<file path="config.mk">
export PLATFORM = sky130hd
export DESIGN_NAME = pll_best_fit
export DESIGN_NICKNAME = d
export VERILOG_FILES = /design/src/rtl/pll_bf_pkg.sv /design/src/rtl/pll_bf_cand.sv /design/src/rtl/pll_bf_filt.sv /design/src/rtl/pll_best_fit.sv
export SDC_FILE = /design/constraint.sdc
export NUM_CORES = 1
export LEC_CHECK = 0
export ABC_AREA = 1
export BUFFER_PORTS_ARGS = -buffer_cell sky130_fd_sc_hd__clkbuf_2
export CELL_PAD_IN_SITES_DETAIL_PLACEMENT = 1
export CELL_PAD_IN_SITES_GLOBAL_PLACEMENT = 1
export CORE_MARGIN = 4
export CORE_UTILIZATION = 35
export CTS_CLUSTER_DIAMETER = 40
export DETAILED_ROUTE_END_ITERATION = 8
export PLACE_DENSITY_LB_ADDON = 0.2
export SYNTH_ARGS = -nofsm -noshare
export SYNTH_HDL_FRONTEND = slang
export SYNTH_SLANG_ARGS = --single-unit
</file>
<file path="constraint.sdc">
create_clock -name clk -period 21.3 [get_ports clk]
set_input_delay 2.13 -clock clk [delete_from_list [all_inputs] [get_ports clk]]
set_output_delay 2.13 -clock clk [all_outputs]
set_load 0.02 [all_outputs]
</file>
<file path="src/rtl/pll_bf_pkg.sv">
package pll_bf_pkg;
    localparam int MUL_W   = 8;
    localparam int D2_W    = 3;
    localparam int FILT_W  = 8;
    localparam int WORD_W  = 32;
    localparam int MUL_MAX = (1 << MUL_W) - 1;
    localparam int D2_MAX  = (1 << D2_W) - 1;

    typedef enum logic [1:0] {
        ST_IDLE = 2'd0,
        ST_SCAN = 2'd1,
        ST_DONE = 2'd2
    } bf_state_e;

    // Field placement in the control word
    function automatic logic [WORD_W-1:0] pack_word(
        input logic [FILT_W-1:0] filt,
        input logic [MUL_W-1:0]  mul,
        input logic              d1,
        input logic [D2_W-1:0]   d2
    );
        logic [WORD_W-1:0] w;
        w        = '0;
        w[31:24] = filt;
        w[23:16] = mul;
        w[8]     = d1;
        w[2:0]   = d2;
        return w;
    endfunction
endpackage

</file>
<file path="src/rtl/pll_bf_cand.sv">
// Evaluates one candidate: output = (parent*(mul+1)) >> (d1+d2).
module pll_bf_cand
    import pll_bf_pkg::*;
#(
    parameter int FREQ_W = 32
) (
    input  logic [FREQ_W-1:0] parent,
    input  logic [FREQ_W-1:0] target,
    input  logic [MUL_W-1:0]  mul,
    input  logic              d1,
    input  logic [D2_W-1:0]   d2,
    output logic              fits,
    output logic              exact,
    output logic [FREQ_W-1:0] err
);
    localparam int PROD_W = FREQ_W + MUL_W + 1;

    logic [MUL_W:0]    mplus;
    logic [D2_W:0]     shamt;
    logic [PROD_W-1:0] prod;
    logic [PROD_W-1:0] tclk;
    logic [PROD_W-1:0] tgt_w;

    always_comb begin
        mplus = {1'b0, mul} + (MUL_W+1)'(1);
        shamt = {1'b0, d2} + (D2_W+1)'(d1);
        prod  = PROD_W'(parent) * PROD_W'(mplus);
        tclk  = prod >> shamt;
        tgt_w = PROD_W'(target);
        fits  = (tclk <= tgt_w);
        exact = (tclk == tgt_w);
        err   = target - tclk[FREQ_W-1:0];
    end
endmodule

</file>
<file path="src/rtl/pll_bf_filt.sv">
// Loop-filter range code from the pre-divided reference in MHz.
module pll_bf_filt
    import pll_bf_pkg::*;
#(
    parameter int FREQ_W = 32
) (
    input  logic [FREQ_W-1:0] parent,
    input  logic              d1,
    output logic [FILT_W-1:0] code
);
    localparam int CW    = FREQ_W + 12;
    localparam int STEPS = 7;

    function automatic int step_mhz(input int i);
        case (i)
            0:       return 10;
            1:       return 16;
            2:       return 26;
            3:       return 42;
            4:       return 65;
            5:       return 104;
            default: return 166;
        endcase
    endfunction

    logic [CW-1:0] lim;

    always_comb begin
        code = '0;
        lim  = '0;
        for (int i = 0; i < STEPS; i++) begin
            lim = CW'(step_mhz(i)) * CW'(1000000);
            if (d1) lim = lim << 1;
            if (CW'(parent) >= lim) code = code + FILT_W'(1);
        end
    end
endmodule

</file>
<file path="src/rtl/pll_best_fit.sv">
module pll_best_fit
    import pll_bf_pkg::*;
#(
    parameter int FREQ_W = 32
) (
    input  logic              clk,
    input  logic              rst_n,
    input  logic              start,
    input  logic [FREQ_W-1:0] parent_hz,
    input  logic [FREQ_W-1:0] target_hz,
    output logic              busy,
    output logic              done,
    output logic [WORD_W-1:0] pll_word,
    output logic              no_fit
);
    bf_state_e state, nstate;

    logic [FREQ_W-1:0] par_q, tgt_q;
    logic [MUL_W-1:0]  c_mul, b_mul, n_mul;
    logic              c_d1, b_d1, n_d1;
    logic [D2_W-1:0]   c_d2, b_d2, n_d2;
    logic [FREQ_W-1:0] b_err, n_err;
    logic              have_q, n_have;
    logic              c_fits, c_exact, take, last, fin;
    logic [FREQ_W-1:0] c_err;
    logic [FILT_W-1:0] filt;
    logic [WORD_W-1:0] word_q;
    logic              nofit_q;

    pll_bf_cand #(.FREQ_W(FREQ_W)) u_cand (
        .parent (par_q),
        .target (tgt_q),
        .mul    (c_mul),
        .d1     (c_d1),
        .d2     (c_d2),
        .fits   (c_fits),
        .exact  (c_exact),
        .err    (c_err)
    );

    pll_bf_filt #(.FREQ_W(FREQ_W)) u_filt (
        .parent (par_q),
        .d1     (n_d1),
        .code   (filt)
    );

    // Keep-best selection: strictly smaller error only (first of equals wins)
    always_comb begin
        take   = (state == ST_SCAN) && c_fits && (!have_q || (c_err < b_err));
        n_mul  = take ? c_mul : b_mul;
        n_d1   = take ? c_d1  : b_d1;
        n_d2   = take ? c_d2  : b_d2;
        n_err  = take ? c_err : b_err;
        n_have = have_q | take;
        last   = (c_d1 == 1'b0) && (c_d2 == '0) && (c_mul == MUL_W'(MUL_MAX));
        fin    = (state == ST_SCAN) && ((c_fits && c_exact) || last);
    end

    // Next-state logic
    always_comb begin
        nstate = state;
        unique case (state)
            ST_IDLE: if (start) nstate = ST_SCAN;
            ST_SCAN: if (fin)   nstate = ST_DONE;
            ST_DONE:            nstate = ST_IDLE;
            default:            nstate = ST_IDLE;
        endcase
    end

    // State register
    always_ff @(posedge clk) begin
        if (!rst_n) state <= ST_IDLE;
        else        state <= nstate;
    end

    // Datapath: operands, scan counters, kept best, result
    always_ff @(posedge clk) begin
        if (!rst_n) begin
            par_q   <= '0;
            tgt_q   <= '0;
            c_mul   <= '0;
            c_d1    <= 1'b1;
            c_d2    <= D2_W'(D2_MAX);
            b_mul   <= '0;
            b_d1    <= 1'b0;
            b_d2    <= '0;
            b_err   <= '0;
            have_q  <= 1'b0;
            word_q  <= '0;
            nofit_q <= 1'b0;
        end else begin
            if (state == ST_IDLE && start) begin
                par_q  <= parent_hz;
                tgt_q  <= target_hz;
                c_mul  <= '0;
                c_d1   <= 1'b1;
                c_d2   <= D2_W'(D2_MAX);
                have_q <= 1'b0;
                b_err  <= '0;
            end else if (state == ST_SCAN) begin
                b_mul  <= n_mul;
                b_d1   <= n_d1;
                b_d2   <= n_d2;
                b_err  <= n_err;
                have_q <= n_have;
                if (c_mul == MUL_W'(MUL_MAX)) begin
                    c_mul <= '0;
                    if (c_d2 == '0) begin
                        c_d2 <= D2_W'(D2_MAX);
                        c_d1 <= 1'b0;
                    end else begin
                        c_d2 <= c_d2 - D2_W'(1);
                    end
                end else begin
                    c_mul <= c_mul + MUL_W'(1);
                end
                if (fin) begin
                    word_q  <= n_have ? pack_word(filt, n_mul, n_d1, n_d2) : '0;
                    nofit_q <= !n_have;
                end
            end
        end
    end

    // Outputs
    always_comb begin
        busy     = (state != ST_IDLE);
        done     = (state == ST_DONE);
        pll_word = word_q;
        no_fit   = nofit_q;
    end

    // completion pulse lasts one cycle
    a_r7_done_pulse: assert property (@(posedge clk) disable iff (!rst_n)
        done |=> !done);

    // result changes only together with done
    a_r7_word_hold: assert property (@(posedge clk) disable iff (!rst_n)
        !($stable(pll_word) && $stable(no_fit)) |-> done);

    // start while busy leaves the latched operands alone
    a_r8_start_ignored: assert property (@(posedge clk) disable iff (!rst_n)
        (busy && start) |=> ($stable(par_q) && $stable(tgt_q)));

    // kept error never grows during a scan
    a_r1_err_shrinks: assert property (@(posedge clk) disable iff (!rst_n)
        (state == ST_SCAN && $past(state == ST_SCAN) && $past(have_q))
            |-> (have_q && b_err <= $past(b_err)));

    // no-fit result carries an all-zero word
    a_r4_nofit_zero: assert property (@(posedge clk) disable iff (!rst_n)
        no_fit |-> (pll_word == '0));
endmodule

</file>
==> flow_summary.toml, run 1 <==
[drt]
first_iter_violations = 991
dr.pass1.iters = 4
drc_errors = 0
wl_per_cell_um = 19.4
drtAntennaViolNets = 0
vias_per_cell = 5.13
drt-total-wl_mm = 80.1
vias = 21173

[clock_network]
cts_tree = "yes"
htreeDepth = 4
clockBufferDepth = 2
cts_root_buf = "clkbuf_16"
cts_sinks = 143
clkTransAtPathRegs_ns = 0.07
cts_hold_buf = 0
cts_resized = 0
cts_setup_buffers = 0
clock_latency_ns = 0.49
cts_made_buffers = 17

[placed_design]
dpl.hpwl_mm = 66.3
placed_area_um2 = 22900
port_buffers = 88
place.gp.congestion = 0.945

[setup_path]
slowest_stage = "nor2_1"
worst_ep_required_time_ns = 21.66
arrival_ns = 17.65
r2r_setup_slack_ns = 4.01
worstSetupStartpointType = "flip-flop"
path_common_cell = "nand2_1"
path_max_fanout = 72
critical-path-max-stage-delay_ns = 0.73
path_class = "reg2reg"
end_kind = "flip-flop"

[sta]
post-route-period-util_pct = 81.2
rsz0062_at_grt = "false"
fmax_ghz = 0.0578
setup_viol = 0
skew_ns = 0.0257
worst_slew_pin_slew_ns = 1.19
finalHoldViolations = 0
final_max_slew_viol_count = 0
tns_ns = 0
min_period_ns = 17.29
slew_headroom_pct = 20.5

[global_route]
grt_overflow = 0
grt_pass1_wl_mm = 128
grt_use_total_pct = 24.2
grt_antenna_before_repair = 0
grt_pass1_vias = 23169
grt_max_degree = 73

[yosys]
synth_seq_cells = 143
ys_seq_area_share_pct = 13.1
syn-cell-area_um2 = 21800
syn_avg_cell_area_um2 = 6.68
yosysMostFrequentCell = "nand2_1"
yosys-top-cells-area = "fa_1 (19%), dfxtp_1 (13%), nand2_1 (12%)"
synth_top_flop_cell = "dfxtp_1"
synth_commonest_cells = "nand2_1 (715), inv_1 (569), nor2_1 (362), o21ai_0 (242), a21oi_1 (240)"
synth_top_area_share_pct = 19.4
synth_edf_count = 0
synth_top_area_cell = "fa_1"
syn_inst = 3268
synth_cell_types = 59
async_reset_ff_share_pct = 0
yosys_warnings = 0

[run]
drv_cap = 0

[die]
ioPinCount = 102
dieHeight_um = 258
rows = 91
dieArea_um2 = 66400
coreArea_um2 = 61700
die_w_um = 258
start_util_pct = 35.4

[power]
power_frac_seq_pct = 24.5
p_per_area_nw_per_um2 = 53.3
pwr-share-comb_pct = 50.2
p_int_w = 0.000650
p_sw_w = 0.000604
clkPwrFrac_pct = 25.3
ir_drop_mv = 0.0528
swShare_pct = 48.1
p_leak_nw = 11.6

[worst_hold_path]
hp-class = "reg2reg"

[final_layout]
stdcell_area_um2 = 23500
antennaDiodeCount = 0
finalNetCount = 3767
area_growth_pct = 7.66
layout-drive-gt1-share_pct = 6.62

[run_status]
status = "finished, final reports clean"
==> per-stage QoR <==
step	total power, W	std cells	setup WS, ns	hold slack (ns)	util [%]
after floorplan	0.000733	3280	8.18	0.435	-
after global placement	0.000922	4096	4.39	0.424	37.2
after detailed placement	0.000940	4096	3.97	0.428	37.2
after CTS	0.00127	4128	3.93	0.439	38.1
after global routing	0.00136	4128	2.41	0.476	38.1
final	0.00125	4128	4.01	0.436	38.1
==> critical path: cells and delay by family, from the launching register on <==
kind	cells	cell delay, ns
AO/OA/AOI/OAI	16	3.12
AND/OR/NAND/NOR	34	5.81
buffers and inverters	14	1.96
flip-flops	1	0.54
XOR/XNOR	2	0.68
adder cells (fa/ha/maj)	13	4.96
==> cell type report <==
cell class	instances	area, um^2
fill	8074	38200
multi-input combinational	2415	16200
sequential	143	2860
inverter	593	2230
tap	837	1050
timing repair buffer	108	591
clock buffer	18	429
clock inverter	14	150
==> path summary, 6_finish.rpt <==
| kind | from | to | cells past startpoint |
|---|---|---|---|
| min reg2reg | pll_word[30] | pll_word[30] | 2 |
| min | pll_word[30] | pll_word[30] | 2 |
| max | c_mul[0] | pll_word[25] | 79 |
| max reg2reg | c_mul[0] | pll_word[25] | 79 |
==> cell usage in the layout (no fill, tap or decap), types with 8 or more instances in the layout <==
cell type / synthesis / final
nand2_2: 23 / 23
clkbuf_16: 0 / 17
nor2_2: 8 / 9
conb_1: 1 / 13
fa_1: 212 / 212
dfxtp_1: 143 / 143
ha_1: 210 / 210
o21ai_1: 9 / 9
nand2_1: 715 / 714
nand3_2: 9 / 9
xor2_1: 38 / 36
o211ai_1: 11 / 11
inv_1: 569 / 569
nand3_1: 122 / 122
clkbuf_2: 0 / 88
nand3b_1: 8 / 8
buf_4: 22 / 20
a31oi_1: 12 / 12
o21ai_0: 242 / 242
inv_2: 12 / 12
clkinv_1: 12 / 12
nor4_1: 12 / 12
nor3_1: 32 / 32
a21oi_2: 12 / 12
nor2_1: 362 / 361
nand4_1: 47 / 47
a21oi_1: 240 / 240
xnor2_1: 23 / 23
==> logic make-up after synthesis <==
group	synth area share, %
simple gates	25.9
buf+inv	13.1
compound gates	13.9
fa+ha+maj	31.5
flops	13.1
xor+xnor	2.45
other cells	0.0172
mux	0.0458
==> state kept, by name, summed over array words and instances, names as in the netlist <==
register / count
c_d1: 1
par_q: 32
b_d2: 3
pll_word: 19
c_d2: 3
no_fit: 1
state: 2
b_mul: 8
b_d1: 1
tgt_q: 32
b_err: 32
have_q: 1
c_mul: 8
==> power groups by stage <==
stage	Combinational (W)	Sequential [W]	Clock [W]
final	0.000629	0.000307	0.000318
after global routing	0.000711	0.000310	0.000338
after CTS	0.000632	0.000307	0.000329
after detailed placement	0.000627	0.000313	0
after global placement	0.000610	0.000313	0
after floorplan	0.000433	0.000300	0
==> metal layers <==
metal | wire, um | vias up | global-route usage [%]
met2 | 39000 | 401 | 42.8
met5 | 0 | - | 0
met4 | 3440 | 0 | 10.1
li1 | - | 10232 | -
met1 | 34800 | 10391 | 29.4
met3 | 2900 | 149 | 3.85
Power figures use the tool's default switching activity.
==> run 2: changes to the inputs <==
==> constraint.sdc (replaced) <==
create_clock -name clk -period 17.2 [get_ports clk]
set_input_delay 1.72 -clock clk [delete_from_list [all_inputs] [get_ports clk]]
set_output_delay 1.72 -clock clk [all_outputs]
set_load 0.02 [all_outputs]
==> run 2 against run 1 <==
Combinational power grew 22%. Sequential share of layout area about the same. Clock skew decreased by 0.0017 ns. Core utilization is 0.075 points higher. Die area stayed put. Final cell count barely moved. Routed wire length fell by 1.3%. Largest cell class unchanged. Register-to-register slack worse by 2.7 ns. Critical path type unchanged. Clock-buffer cell count unchanged. Clock power up 25%. Maximum frequency grew 9.0%. Via count is 0.35% lower.
==> flow_summary.toml, run 2 (same netlist as run 1, synthesis figures left out) <==
[die]
dieHeight_um = 258
start_util_pct = 35.4
die_w_um = 258
coreArea_um2 = 61700
dieArea_um2 = 66400
ioPinCount = 102
rows = 91

[final_layout]
reg_top3 = "b_err (32), par_q (32), tgt_q (32)"
seq_area_um2 = 2860
multiInputGateArea_um2 = 16200
antennaDiodeCount = 0
layout_commonest_cell = "nand2_1"
area_growth_pct = 7.87
layout_common_cells = "nand2_1 (714), inv_1 (569), nor2_1 (361), o21ai_0 (242), a21oi_1 (240)"
fin_cells = 4132
layout-drive-gt1-share_pct = 6.77
nFillCells = 8085
finalNetCount = 3771
postLayoutCoreUtil_pct = 38.2

[drt]
vias = 21098
drc_errors = 0
dr.pass1.iters = 5
drt-total-wl_mm = 79.1
first_iter_violations = 984
vias_per_cell = 5.11
wl_per_cell_um = 19.1
drtAntennaViolNets = 0

[sta]
tns_ns = 0
slew_headroom_pct = 19.6
fmax_ghz = 0.0630
min_period_ns = 15.87
worst_slew_pin_slew_ns = 1.20
skew_ns = 0.0240
setup_viol = 0
post-route-period-util_pct = 92.3
finalHoldViolations = 0
rsz0062_at_grt = "false"
final_max_slew_viol_count = 0

[power]
p_per_area_nw_per_um2 = 65.6
p_leak_nw = 11.7
ir_drop_mv = 0.0788

[placed_design]
port_buffers = 88
place_inst = 4100
dpl.hpwl_mm = 66.0
place.gp.congestion = 0.963

[worst_hold_path]
hp-class = "reg2reg"

[global_route]
busiest_layer = "met2"
grtUsageMet2_pct = 44.3
grt_overflow = 0
use_met3_pct = 2.95
grt_use_total_pct = 24.0
gr-usage-met1_pct = 29.2
grt_max_degree = 72
grt_pass1_wl_mm = 127
grt_antenna_before_repair = 1
grt_pass1_vias = 23064

[setup_path]
path_max_fanout = 18
slowest_stage = "xor2_4"
end_kind = "flip-flop"
critical-path-max-stage-delay_ns = 0.63
path_class = "reg2reg"
worstSetupStartpointType = "flip-flop"
arrival_ns = 16.19
path_common_cell = "nand2_1"
worst_ep_required_time_ns = 17.52

[clock_network]
cts_made_buffers = 17
clkTransAtPathRegs_ns = 0.07
cts_setup_buffers = 0
htreeDepth = 4
clockBufferDepth = 2
cts_hold_buf = 0
cts_sinks = 143
clock_latency_ns = 0.49
cts_tree = "yes"
cts_resized = 0
cts_root_buf = "clkbuf_16"

[run_status]
status = "finished, final reports clean"

[run]
drv_cap = 0
[run 2: cell types whose count changed in the layout (fill, tap and decap cells not counted), sizes merged]
cell | before | now
clkinvlp | 1 | 2
buf | 20 | 24
clkinv | 16 | 15
[run 2: critical path: cells and delay by family (launching register included)]
| kind | cells | cell delay (ns) |
|---|---|---|
| adder cells (fa/ha/maj) | 12 | 4.34 |
| AO/OA/AOI/OAI | 16 | 3.96 |
| AND/OR/NAND/NOR | 30 | 3.69 |
| buffers and inverters | 13 | 1.96 |
| XOR/XNOR | 3 | 1.19 |
| flip-flops | 1 | 0.50 |
[run 2: path summary, 6_finish.rpt]
check                from      endpoint  slack (ns)  cells after the start
max              c_mul[0]  pll_word[25]        1.33                     74
min          pll_word[29]  pll_word[29]        0.45                      2
max reg2reg      c_mul[0]  pll_word[25]        1.33                     74
min reg2reg  pll_word[29]  pll_word[29]        0.45                      2
[run 2: metrics by stage]
stage | worst slack (ns) | cell area [um^2] | power (W) | hold WS [ns]
final | 1.33 | 23600 | 0.00155 | 0.448
after global routing | 0.0616 | 23600 | 0.00168 | 0.469
after CTS | 1.07 | 23500 | 0.00157 | 0.446
after detailed placement | 1.16 | 23000 | 0.00115 | 0.434
after global placement | 1.46 | 23000 | 0.00113 | 0.421
after floorplan | 4.08 | 21900 | 0.000908 | 0.435
[run 2: layout make-up]
cell class                      count  area share, %
Sequential cell                   143           12.2
Timing Repair Buffer              112           2.63
Clock buffer                       18           1.86
Tap cell                          837           4.45
Clock inverter                     14          0.616
Inverter                          593           9.45
Multi-Input combinational cell   2415           68.8
[run 2: power by group]
group / leakage [nW] / switching [W] / internal (W)
clock: 0.284 / 0.000188 / 0.000208
combinational: 10.2 / 0.000521 / 0.000248
sequential: 1.17 / 0.0000278 / 0.000353
[run 2: layer usage]
layer	up-vias	part of all wire (%)
met5	-	0.016
met4	2	3.0
met3	98	2.7
met2	336	51
met1	10437	43
li1	10225	-
